## config.mk

```make
export PLATFORM = sky130hd
export DESIGN_NAME = sram_seq_ctrl
export DESIGN_NICKNAME = d
export VERILOG_FILES = /design/src/rtl/sram_seq_pkg.sv /design/src/rtl/sram_phase_timer.sv /design/src/rtl/sram_byte_lane.sv /design/src/rtl/sram_seq_ctrl.sv
export SDC_FILE = /design/constraint.sdc
export NUM_CORES = 1
export LEC_CHECK = 0
export BUFFER_PORTS_ARGS = -buffer_cell sky130_fd_sc_hd__buf_4
export CAP_MARGIN = 40
export CORE_MARGIN = 3
export CORE_UTILIZATION = 44
export DETAILED_ROUTE_END_ITERATION = 16
export GPL_TIMING_DRIVEN = 0
export PLACE_DENSITY = 0.85
export RECOVER_POWER = 50
export SYNTH_ARGS = -nofsm -noshare
export SYNTH_HDL_FRONTEND = slang
export SYNTH_SLANG_ARGS = --single-unit
export TNS_END_PERCENT = 10
```

## constraint.sdc

```tcl
create_clock -name clk -period 2.3 [get_ports clk]
set_clock_uncertainty 0.1 [all_clocks]
set_input_delay 0.23 -clock clk [delete_from_list [all_inputs] [get_ports clk]]
set_output_delay 0.23 -clock clk [all_outputs]
set_load 0.05 [all_outputs]
```

## src/rtl/sram_seq_pkg.sv

```systemverilog
package sram_seq_pkg;

    typedef enum logic [1:0] {
        PH_IDLE   = 2'd0,
        PH_SETUP  = 2'd1,
        PH_ACCESS = 2'd2,
        PH_HOLD   = 2'd3
    } phase_e;

    // Ceiling of a nanosecond minimum over the clock period, never below one.
    function automatic int ns_to_cyc(input int ns, input int clk_ps);
        int c;
        c = (ns * 1000 + clk_ps - 1) / clk_ps;
        return (c < 1) ? 1 : c;
    endfunction

    function automatic int imax(input int a, input int b);
        return (a > b) ? a : b;
    endfunction

endpackage

```

## src/rtl/sram_phase_timer.sv

```systemverilog
module sram_phase_timer #(
    parameter int CNT_W = 8
) (
    input  logic             clk,
    input  logic             rst_n,
    input  logic             load,
    input  logic [CNT_W-1:0] load_len,
    output logic [CNT_W-1:0] cnt,
    output logic             last
);
    logic [CNT_W-1:0] cnt_d, cnt_q;

    always_comb begin
        if (load)
            cnt_d = load_len - CNT_W'(1);
        else if (cnt_q != '0)
            cnt_d = cnt_q - CNT_W'(1);
        else
            cnt_d = cnt_q;
    end

    always_ff @(posedge clk or negedge rst_n) begin
        if (!rst_n) cnt_q <= '0;
        else        cnt_q <= cnt_d;
    end

    assign cnt  = cnt_q;
    assign last = (cnt_q == '0);

    // A phase of zero cycles would break every minimum.
    p_len_nonzero_r9: assert property (@(posedge clk) disable iff (!rst_n)
        load |-> (load_len != '0));

endmodule

```

## src/rtl/sram_byte_lane.sv

```systemverilog
module sram_byte_lane (
    input  logic       sel,
    input  logic       en,
    input  logic [7:0] wbyte,
    input  logic [7:0] din,
    output logic       lane_n,
    output logic [7:0] dout,
    output logic [7:0] rbyte
);
    assign lane_n = !(sel && en);
    assign dout   = wbyte;
    assign rbyte  = en ? din : 8'h00;
endmodule

```

## src/rtl/sram_seq_ctrl.sv

```systemverilog
module sram_seq_ctrl
    import sram_seq_pkg::*;
#(
    parameter int ADDR_W     = 18,
    parameter int DATA_W     = 16,
    parameter int CLK_PS     = 4000,
    parameter int T_CYC_NS   = 45,
    parameter int T_ADV_NS   = 45,
    parameter int T_OEV_NS   = 22,
    parameter int T_WPL_NS   = 35,
    parameter int T_ASU_NS   = 35,
    parameter int T_DSU_NS   = 25,
    parameter int T_WOFF_NS  = 18
) (
    input  logic                   clk,
    input  logic                   rst_n,
    input  logic                   req_valid,
    output logic                   req_ready,
    input  logic                   req_write,
    input  logic [ADDR_W-1:0]      req_addr,
    input  logic [DATA_W-1:0]      req_wdata,
    input  logic [DATA_W/8-1:0]    req_mask,
    input  logic                   wr_rdlow_mode,
    output logic                   rsp_valid,
    output logic [DATA_W-1:0]      rsp_rdata,
    output logic [ADDR_W-1:0]      mem_addr,
    output logic                   mem_sel_n,
    output logic                   mem_sel_p,
    output logic                   mem_wr_n,
    output logic                   mem_rd_n,
    output logic [DATA_W/8-1:0]    mem_lane_n,
    output logic [DATA_W-1:0]      mem_dout,
    output logic                   mem_dout_en,
    input  logic [DATA_W-1:0]      mem_din
);
    localparam int LANES  = DATA_W / 8;
    localparam int N_CYC  = ns_to_cyc(T_CYC_NS, CLK_PS);
    localparam int N_ADV  = ns_to_cyc(T_ADV_NS, CLK_PS);
    localparam int N_OEV  = ns_to_cyc(T_OEV_NS, CLK_PS);
    localparam int N_WPL  = ns_to_cyc(T_WPL_NS, CLK_PS);
    localparam int N_ASU  = ns_to_cyc(T_ASU_NS, CLK_PS);
    localparam int N_DSU  = ns_to_cyc(T_DSU_NS, CLK_PS);
    localparam int N_WOFF = ns_to_cyc(T_WOFF_NS, CLK_PS);

    localparam int SETUP_LEN  = 1;
    // Address is already valid for the one setup cycle before the strobe falls.
    localparam int WR_LEN     = imax(imax(N_WPL, N_DSU), imax(N_ASU - SETUP_LEN, 1));
    localparam int WR_OE_LEN  = imax(WR_LEN, N_WOFF + N_DSU);
    localparam int RD_LEN     = imax(imax(N_ADV, N_OEV) - SETUP_LEN, 1);
    localparam int WR_HOLD    = imax(N_CYC - SETUP_LEN - WR_LEN, 1);
    localparam int WR_OE_HOLD = imax(N_CYC - SETUP_LEN - WR_OE_LEN, 1);
    localparam int RD_HOLD    = imax(N_CYC - SETUP_LEN - RD_LEN, 1);
    localparam int MAX_LEN    = imax(imax(WR_OE_LEN, RD_LEN), imax(imax(WR_HOLD, RD_HOLD), WR_LEN));
    localparam int CNT_W      = $clog2(MAX_LEN + 1);
    localparam int DRV_FROM   = WR_OE_LEN - N_WOFF;

    typedef struct packed {
        phase_e             ph;
        logic               wr;
        logic               rdlow;
        logic [ADDR_W-1:0]  addr;
        logic [DATA_W-1:0]  wdata;
        logic [LANES-1:0]   mask;
        logic [DATA_W-1:0]  rdata;
        logic               rvalid;
    } ctl_t;

    ctl_t ctl_d, ctl_q;

    logic             tmr_load;
    logic [CNT_W-1:0] tmr_len;
    logic [CNT_W-1:0] tmr_cnt;
    logic             tmr_last;
    logic             sel;
    logic [DATA_W-1:0] lane_rd;

    sram_phase_timer #(.CNT_W(CNT_W)) u_timer (
        .clk      (clk),
        .rst_n    (rst_n),
        .load     (tmr_load),
        .load_len (tmr_len),
        .cnt      (tmr_cnt),
        .last     (tmr_last)
    );

    assign sel = (ctl_q.ph != PH_IDLE);

    for (genvar i = 0; i < LANES; i++) begin : g_lane
        sram_byte_lane u_lane (
            .sel    (sel),
            .en     (ctl_q.mask[i]),
            .wbyte  (ctl_q.wdata[8*i +: 8]),
            .din    (mem_din[8*i +: 8]),
            .lane_n (mem_lane_n[i]),
            .dout   (mem_dout[8*i +: 8]),
            .rbyte  (lane_rd[8*i +: 8])
        );
    end

    always_comb begin
        ctl_d        = ctl_q;
        ctl_d.rvalid = 1'b0;
        tmr_load     = 1'b0;
        tmr_len      = '0;
        unique case (ctl_q.ph)
            PH_IDLE: begin
                if (req_valid) begin
                    if (req_mask == '0) begin
                        ctl_d.rvalid = !req_write;
                        ctl_d.rdata  = '0;
                    end else begin
                        ctl_d.ph    = PH_SETUP;
                        ctl_d.wr    = req_write;
                        ctl_d.rdlow = req_write && wr_rdlow_mode;
                        ctl_d.addr  = req_addr;
                        ctl_d.wdata = req_wdata;
                        ctl_d.mask  = req_mask;
                        tmr_load    = 1'b1;
                        tmr_len     = CNT_W'(SETUP_LEN);
                    end
                end
            end
            PH_SETUP: begin
                if (tmr_last) begin
                    ctl_d.ph = PH_ACCESS;
                    tmr_load = 1'b1;
                    if (!ctl_q.wr)      tmr_len = CNT_W'(RD_LEN);
                    else if (ctl_q.rdlow) tmr_len = CNT_W'(WR_OE_LEN);
                    else                tmr_len = CNT_W'(WR_LEN);
                end
            end
            PH_ACCESS: begin
                if (tmr_last) begin
                    ctl_d.ph = PH_HOLD;
                    tmr_load = 1'b1;
                    if (!ctl_q.wr) begin
                        tmr_len      = CNT_W'(RD_HOLD);
                        ctl_d.rdata  = lane_rd;
                        ctl_d.rvalid = 1'b1;
                    end else if (ctl_q.rdlow) begin
                        tmr_len = CNT_W'(WR_OE_HOLD);
                    end else begin
                        tmr_len = CNT_W'(WR_HOLD);
                    end
                end
            end
            PH_HOLD: begin
                if (tmr_last) ctl_d.ph = PH_IDLE;
            end
            default: ctl_d.ph = PH_IDLE;
        endcase
    end

    always_ff @(posedge clk or negedge rst_n) begin
        if (!rst_n) begin
            ctl_q       <= '0;
            ctl_q.ph    <= PH_IDLE;
        end else begin
            ctl_q <= ctl_d;
        end
    end

    assign req_ready   = (ctl_q.ph == PH_IDLE);
    assign rsp_valid   = ctl_q.rvalid;
    assign rsp_rdata   = ctl_q.rdata;
    assign mem_addr    = ctl_q.addr;
    assign mem_sel_n   = !sel;
    assign mem_sel_p   = sel;
    assign mem_wr_n    = !(ctl_q.wr && ctl_q.ph == PH_ACCESS);
    assign mem_rd_n    = !(sel && (!ctl_q.wr || ctl_q.rdlow));
    assign mem_dout_en = ctl_q.wr && (ctl_q.ph == PH_ACCESS) &&
                         (!ctl_q.rdlow || tmr_cnt < CNT_W'(DRV_FROM));

    // ---------------- assertions ----------------
    logic [15:0] chk_wr_run, chk_drv_run, chk_sel_run;

    always_ff @(posedge clk or negedge rst_n) begin
        if (!rst_n) begin
            chk_wr_run  <= '0;
            chk_drv_run <= '0;
            chk_sel_run <= '0;
        end else begin
            chk_wr_run  <= !mem_wr_n   ? chk_wr_run + 16'd1  : 16'd0;
            chk_drv_run <= !mem_wr_n   ? chk_drv_run + (mem_dout_en ? 16'd1 : 16'd0) : 16'd0;
            chk_sel_run <= !mem_sel_n  ? chk_sel_run + 16'd1 : 16'd0;
        end
    end

    p_standby_when_ready_r1: assert property (@(posedge clk) disable iff (!rst_n)
        req_ready |-> (mem_sel_n && !mem_sel_p && mem_wr_n && !mem_dout_en));

    p_strobe_width_r3: assert property (@(posedge clk) disable iff (!rst_n)
        $rose(mem_wr_n) |-> (chk_wr_run >= 16'(N_WPL)));

    p_drive_in_strobe_r4: assert property (@(posedge clk) disable iff (!rst_n)
        mem_dout_en |-> !mem_wr_n);

    p_data_setup_r4: assert property (@(posedge clk) disable iff (!rst_n)
        $rose(mem_wr_n) |-> (chk_drv_run >= 16'(N_DSU)));

    p_turnaround_gap_r5: assert property (@(posedge clk) disable iff (!rst_n)
        (mem_dout_en && !mem_rd_n) |-> (chk_wr_run >= 16'(N_WOFF)));

    p_cycle_time_r9: assert property (@(posedge clk) disable iff (!rst_n)
        $rose(mem_sel_n) |-> (chk_sel_run >= 16'(N_CYC)));

    p_addr_stable_r10: assert property (@(posedge clk) disable iff (!rst_n)
        (!mem_sel_n && !$past(mem_sel_n)) |-> $stable(mem_addr));

    p_lane_active_r7: assert property (@(posedge clk) disable iff (!rst_n)
        !mem_sel_n |-> (mem_lane_n != '1));

endmodule

```

Yosys cells after proc, flatten, opt, wreduce, memory -nomap -nowiden
Cells that the tools add are included.

Register bits after elaboration: 61. Input port bits: 57. Output and inout port bits: 59. Logic and storage cells: 77.

Add/subtract/negate cells: 2. Order comparisons: 1. Equal/unequal tests: 10. Mux-type cells: 27. Bitwise gates (word level): 1. Reduce and logical (&&, ||, !) cells: 27.

Operator list (count): $mux 57 (1); $mux 17 (3); $mux 40 (1); $pmux 17 s2 (1); $mux 4 (5); $mux 8 (2); $ne 2x2->1 const B (6); $pmux 4 s3 (1); $reduce_and 5->1 (2); $logic_not 1->1 (8); $mux 2 (4); $pmux 2 s4 (1); $sub 4x1->4 const B (2); $logic_and 1x1->1 (6); $mux 3 (2); $reduce_bool 2->1 (3); $mux 1 (5); $eq 2x2->1 const B (2); $logic_not 2->1 (2); $logic_not 4->1 (1); $lt 4x3->1 const B (1); $reduce_bool 4->1 (1); $reduce_and 3->1 (1); $eq 2x1->1 const B (1); 5 further kinds (6).

Logic depth before layout (Yosys ltp)
Depth in word-level cells: 6. Depth in mapped cells: 9.

Hierarchy
From an unflattened synthesis, not the netlist that was laid out.

Cells, all modules: 256. Area total of the unflattened synthesis: 3313.2 um2.

By module, submodules not included: sram_seq_ctrl (instances 1, cells each 201, area each 2842.7 um2, seq. area each 1426.4 um2); sram_phase_timer (instances 1, cells each 21, area each 242.7 um2, seq. area each 100.1 um2); sram_byte_lane (instances 2, cells each 17, area each 113.9 um2, seq. area each 0.0 um2).

Least setup slack after synthesis
OpenSTA, ideal clock, no wires.

Kind: reg-to-reg. Start point: reg ctl_q[55] in the netlist's numbering. End point: reg u_timer.cnt_q[3], in the netlist u_timer.cnt[3]. Setup time: 128 ps. Data arrival time: 2397 ps. Slack: -324 ps. Stages on the path, launching flop included: 8. Path buffers: 0. Clock period less this slack: 2624 ps. Cells stage by stage: dfrtp_1 -> inv_1 -> ha_1 -> o211ai_2 -> o22ai_4 -> mux2i_1 -> a21boi_1 -> mux2_1.

Word-level cells in the longest chain between the ends: 4. Elaborated cells on any way between the ends: 9. Those cells by class: add/sub: 1; eq/ne: 2; mux: 3; reduce/logical: 3.

RTL lines: from (decl) (line sram_seq_ctrl.sv:68) `ctl_t ctl_d, ctl_q;`; from (signal assigned) (line sram_seq_ctrl.sv:159) `ctl_q <= ctl_d;`; $eq 2x2->1 (tied with other cells) (line sram_seq_ctrl.sv:105) `unique case (ctl_q.ph)`; $pmux 4 s3 or $reduce_or 2->1 (tied branches); $sub 4x1->4 or $pmux 1 s2 (tied branches) (line sram_phase_timer.sv:15, sram_seq_ctrl.sv:105); $mux 4 or $reduce_bool 2->1 (tied branches); to (signal assigned) (line sram_phase_timer.sv:24) `else cnt_q <= cnt_d;`; to (decl) (line sram_phase_timer.sv:11) `logic [CNT_W-1:0] cnt_d, cnt_q;`.

Several ways; a longest one is shown, not always the timed one. A chain may end at the register's enable or synchronous reset.

Worst setup path in the final report
Start point: reg u_timer.cnt_q[1], in the netlist u_timer.cnt[1]. End point: reg u_timer.cnt_q[3], in the netlist u_timer.cnt[3].

Word-level cells in the longest chain between the ends: 5. Elaborated cells on any way between the ends: 12. Those cells by class: add/sub: 2; mux: 7; reduce/logical: 3.

RTL lines: $logic_not 4->1 (line sram_phase_timer.sv:28) `assign last = (cnt_q == '0);`; $mux 4 (on tied branches) (line sram_seq_ctrl.sv:133, sram_seq_ctrl.sv:124); $pmux 4 s3 (line sram_seq_ctrl.sv:105); $sub 4x1->4 (line sram_phase_timer.sv:15) `cnt_d = load_len - CNT_W'(1);`; $mux 4 (line sram_phase_timer.sv:14) `if (load)`.

Several ways; a longest one is shown, not always the timed one. The select of a mux whose other input is x is not followed.

==> flow_summary.ini <==
[synthesis]
netlist_instances = 323
synth.ff_latch_count = 61
synth_seq_area_share_pct = 50.7
synth_cell_types = 36
syn-num-nets = 387
avgSynthCellArea_sq_um = 9.32
syn_area_sq_um = 3010
yosys_warnings = 0

[floorplan]
die-area_sq_um = 7870
core-area_sq_um = 6490
initial_core_util_pct = 46.3
ios = 116
die_w_um = 88.7
row_count = 29
fp.dieH_um = 88.7

[clock_network]
cts_root_buf = clkbuf_8
numCtsBuffers = 9
clk_transition_reported_paths_ps = 60
clock-sinks = 61
cts_tree = yes
clk_latency_ps = 310
htreeDepth = 3
clockBufferDepth = 2

[global_route]
use_met3_pct = 3.91
antenna_found_initial = 0
gr-total-overflow = 0
grt.total_usage_pct = 18.3
grt.busiest_layer = met2
grt_pass1_vias = 2541
grt_max_degree = 62
met1_usage_pct = 22.0
use_met2_pct = 32.6
grt_pass1_wl_um = 11300

[min_path]
hp-start = req_wdata[1]
whs_path_depth = 3
hold_end = ctl_q[20]$_DFFE_PN0P_
hp-class = in2reg

[worst_setup_path]
rr_worst_depth = 6
cp-start-kind = flip-flop
path_cells = or4_1, buf_6, o22ai_4, mux2i_2, a21boi_2, mux2_4
critical_path.max_stage_delay_ps = 540
cp_num_buf_inv = 1
critPathMaxFanout = 6
critPathCaptureType = flip-flop
startpoint = u_timer.cnt[1]$_DFFE_PN0P_
cp_top_family = multiplexers
crit_slowest_cell = or4_1
r2r_start = u_timer.cnt[1]$_DFFE_PN0P_
critical_path_class = reg2reg
reg2reg_to = u_timer.cnt[3]$_DFFE_PN0P_
crit_arrival_ps = 2360
rrSetupSlack_ps = 40
crit_required_ps = 2400

[power]
switching_share_pct = 48.3
switchingPower_mw = 3.07
p_per_area_nw_per_um2 = 1460
p_int_mw = 3.29
p_comb_share_pct = 59.6
p_clk_share_pct = 12.8
seqPwrFrac_pct = 27.6
p_leak_nw = 2.32
ir_drop_uv = 952

[drt]
viasPerCell = 4.66
drt_first_iter_violations = 75
post_drt_wl_per_cell_um = 13.1
final_antenna_net_count = 0
dr.pass1.iters = 4
routed_wl_um = 7280
drc_errors = 0
vias = 2590

[timing]
fmax_mhz = 443
setup-tns-final_ps = 0
tightest_slew_ps = 1480
rsz0062_at_grt = yes
post-route-min-period_ps = 2260
final-setup-viol-count = 0
finalMaxSlewViolations = 0
worst_hold_slack_ps = 11.5
fin_crit_sh_pct = 98.1
hold_viol_final = 0
slew_headroom_pct = 1.28

[layout]
nFillCells = 530
post-route-util_pct = 66.9
nNetsFinal = 541
drive_gt1_share_pct = 35.9
fin_area_sq_um = 4350
diodes = 0
final_cell_mix = 138 x buf_4, 117 x nand2_1, 61 x dfrtp_1
syn2layout_area_growth_pct = 44.4
layout_commonest_cell = buf_4

[status]
outcome = finished, final reports clean

[job]
drv_cap = 0

[placed_design]
dpl_cell_area_sq_um = 3980
dp_hpwl_um = 5100
gp_congestion = 0.778
portBuffers = 115
==> per-stage QoR <==
step                      setup WS (ps)  std cells  power, mW
after floorplan                   -40.0        323       4.64
after global placement             14.4        515       5.54
after detailed placement          -40.3        515       5.64
after CTS                          18.0        556       6.54
after global routing              -36.1        556       6.79
final                              43.4        556       6.37
==> cell families after synthesis <==
kind of cell    after synthesis  share of synthesized area [%]
compound gates               35                           9.19
xor+xnor                      1                          0.291
fa+ha+maj                     7                           2.91
buf+inv                      70                           15.7
flops                        61                           50.7
mux                           6                           2.16
simple gates                143                           19.0
==> routing by layer <==
metal	routed length (um)	up-vias
li1	-	1290
met1	2960	1205
met2	3790	91
met3	483	4
met4	44	0
met5	0	-
==> worst max-delay path by stage <==
stage	end	slack, ps	cells past startpoint
global placement	u_timer.cnt[3]$_DFFE_PN0P_	10	7
detailed placement	u_timer.cnt[3]$_DFFE_PN0P_	-40	7
CTS	u_timer.cnt[3]$_DFFE_PN0P_	20	6
global route	u_timer.cnt[3]$_DFFE_PN0P_	-40	6
floorplan	mem_dout_en	-40	4
finish	u_timer.cnt[3]$_DFFE_PN0P_	40	6
==> flip-flops by register name, indices dropped and copies added (netlist names) <==
name         flops
mem_addr        18
ctl_q           22
u_timer.cnt      4
rsp_valid        1
rsp_rdata       16
==> worst min-delay path: stages <==
cell     delay, ps
buf_4           70
nand2_1         40
nand2_1         50
==> synthesized netlist by cell type (all sizes together) <==
cell type / instances / share of area [%]
mux2: 4 / 1.5
o21ai: 7 / 1.3
nand2: 117 / 15
a31oi: 1 / 0.21
xor2: 1 / 0.29
a21oi: 4 / 0.67
or3: 1 / 0.25
nand2b: 2 / 0.42
inv: 6 / 0.75
o22ai: 1 / 0.67
nor2b: 1 / 0.21
a21o: 1 / 0.25
a22o: 16 / 4.7
nand3b: 1 / 0.25
buf: 58 / 14
ha: 7 / 2.9
a31o: 1 / 0.29
and3: 2 / 0.42
nor2: 13 / 1.6
dfrtp: 61 / 51
nor3: 3 / 0.67
nor4: 1 / 0.21
a21boi: 1 / 0.25
o211ai: 2 / 0.67
clkbuf: 6 / 0.75
o31ai: 1 / 0.25
or4: 1 / 0.25
mux2i: 2 / 0.67
nand3: 1 / 0.17
==> timing repair <==
action	CTS	global route
resized for setup	4	4
pin swaps	0	2
endpoints found under the setup margin	2	32
setup buffers	0	0
endpoints found under the hold margin	88	0
hold buffers	28	0
==> power groups by stage <==
stage               combinational (mW)  clock (mW)  sequential [mW]
floorplan                         2.93           0             1.71
global placement                  3.80           0             1.74
detailed placement                3.87           0             1.77
CTS                               3.94       0.849             1.75
global route                      4.08       0.894             1.82
finish                            3.80       0.817             1.76
==> layout make-up <==
type / count / area [sq um] / area share [%]
flip-flops and latches: 61 / 1530 / 35.1
clock inverters: 1 / 7.51 / 0.173
plain buffers: 64 / 452 / 10.4
repair buffers: 143 / 1030 / 23.7
well taps: 77 / 96.3 / 2.22
inverters: 6 / 22.5 / 0.518
multi-input cells: 192 / 1050 / 24.1
clock buffers: 12 / 165 / 3.80
(Power assumes the default switching activity.)
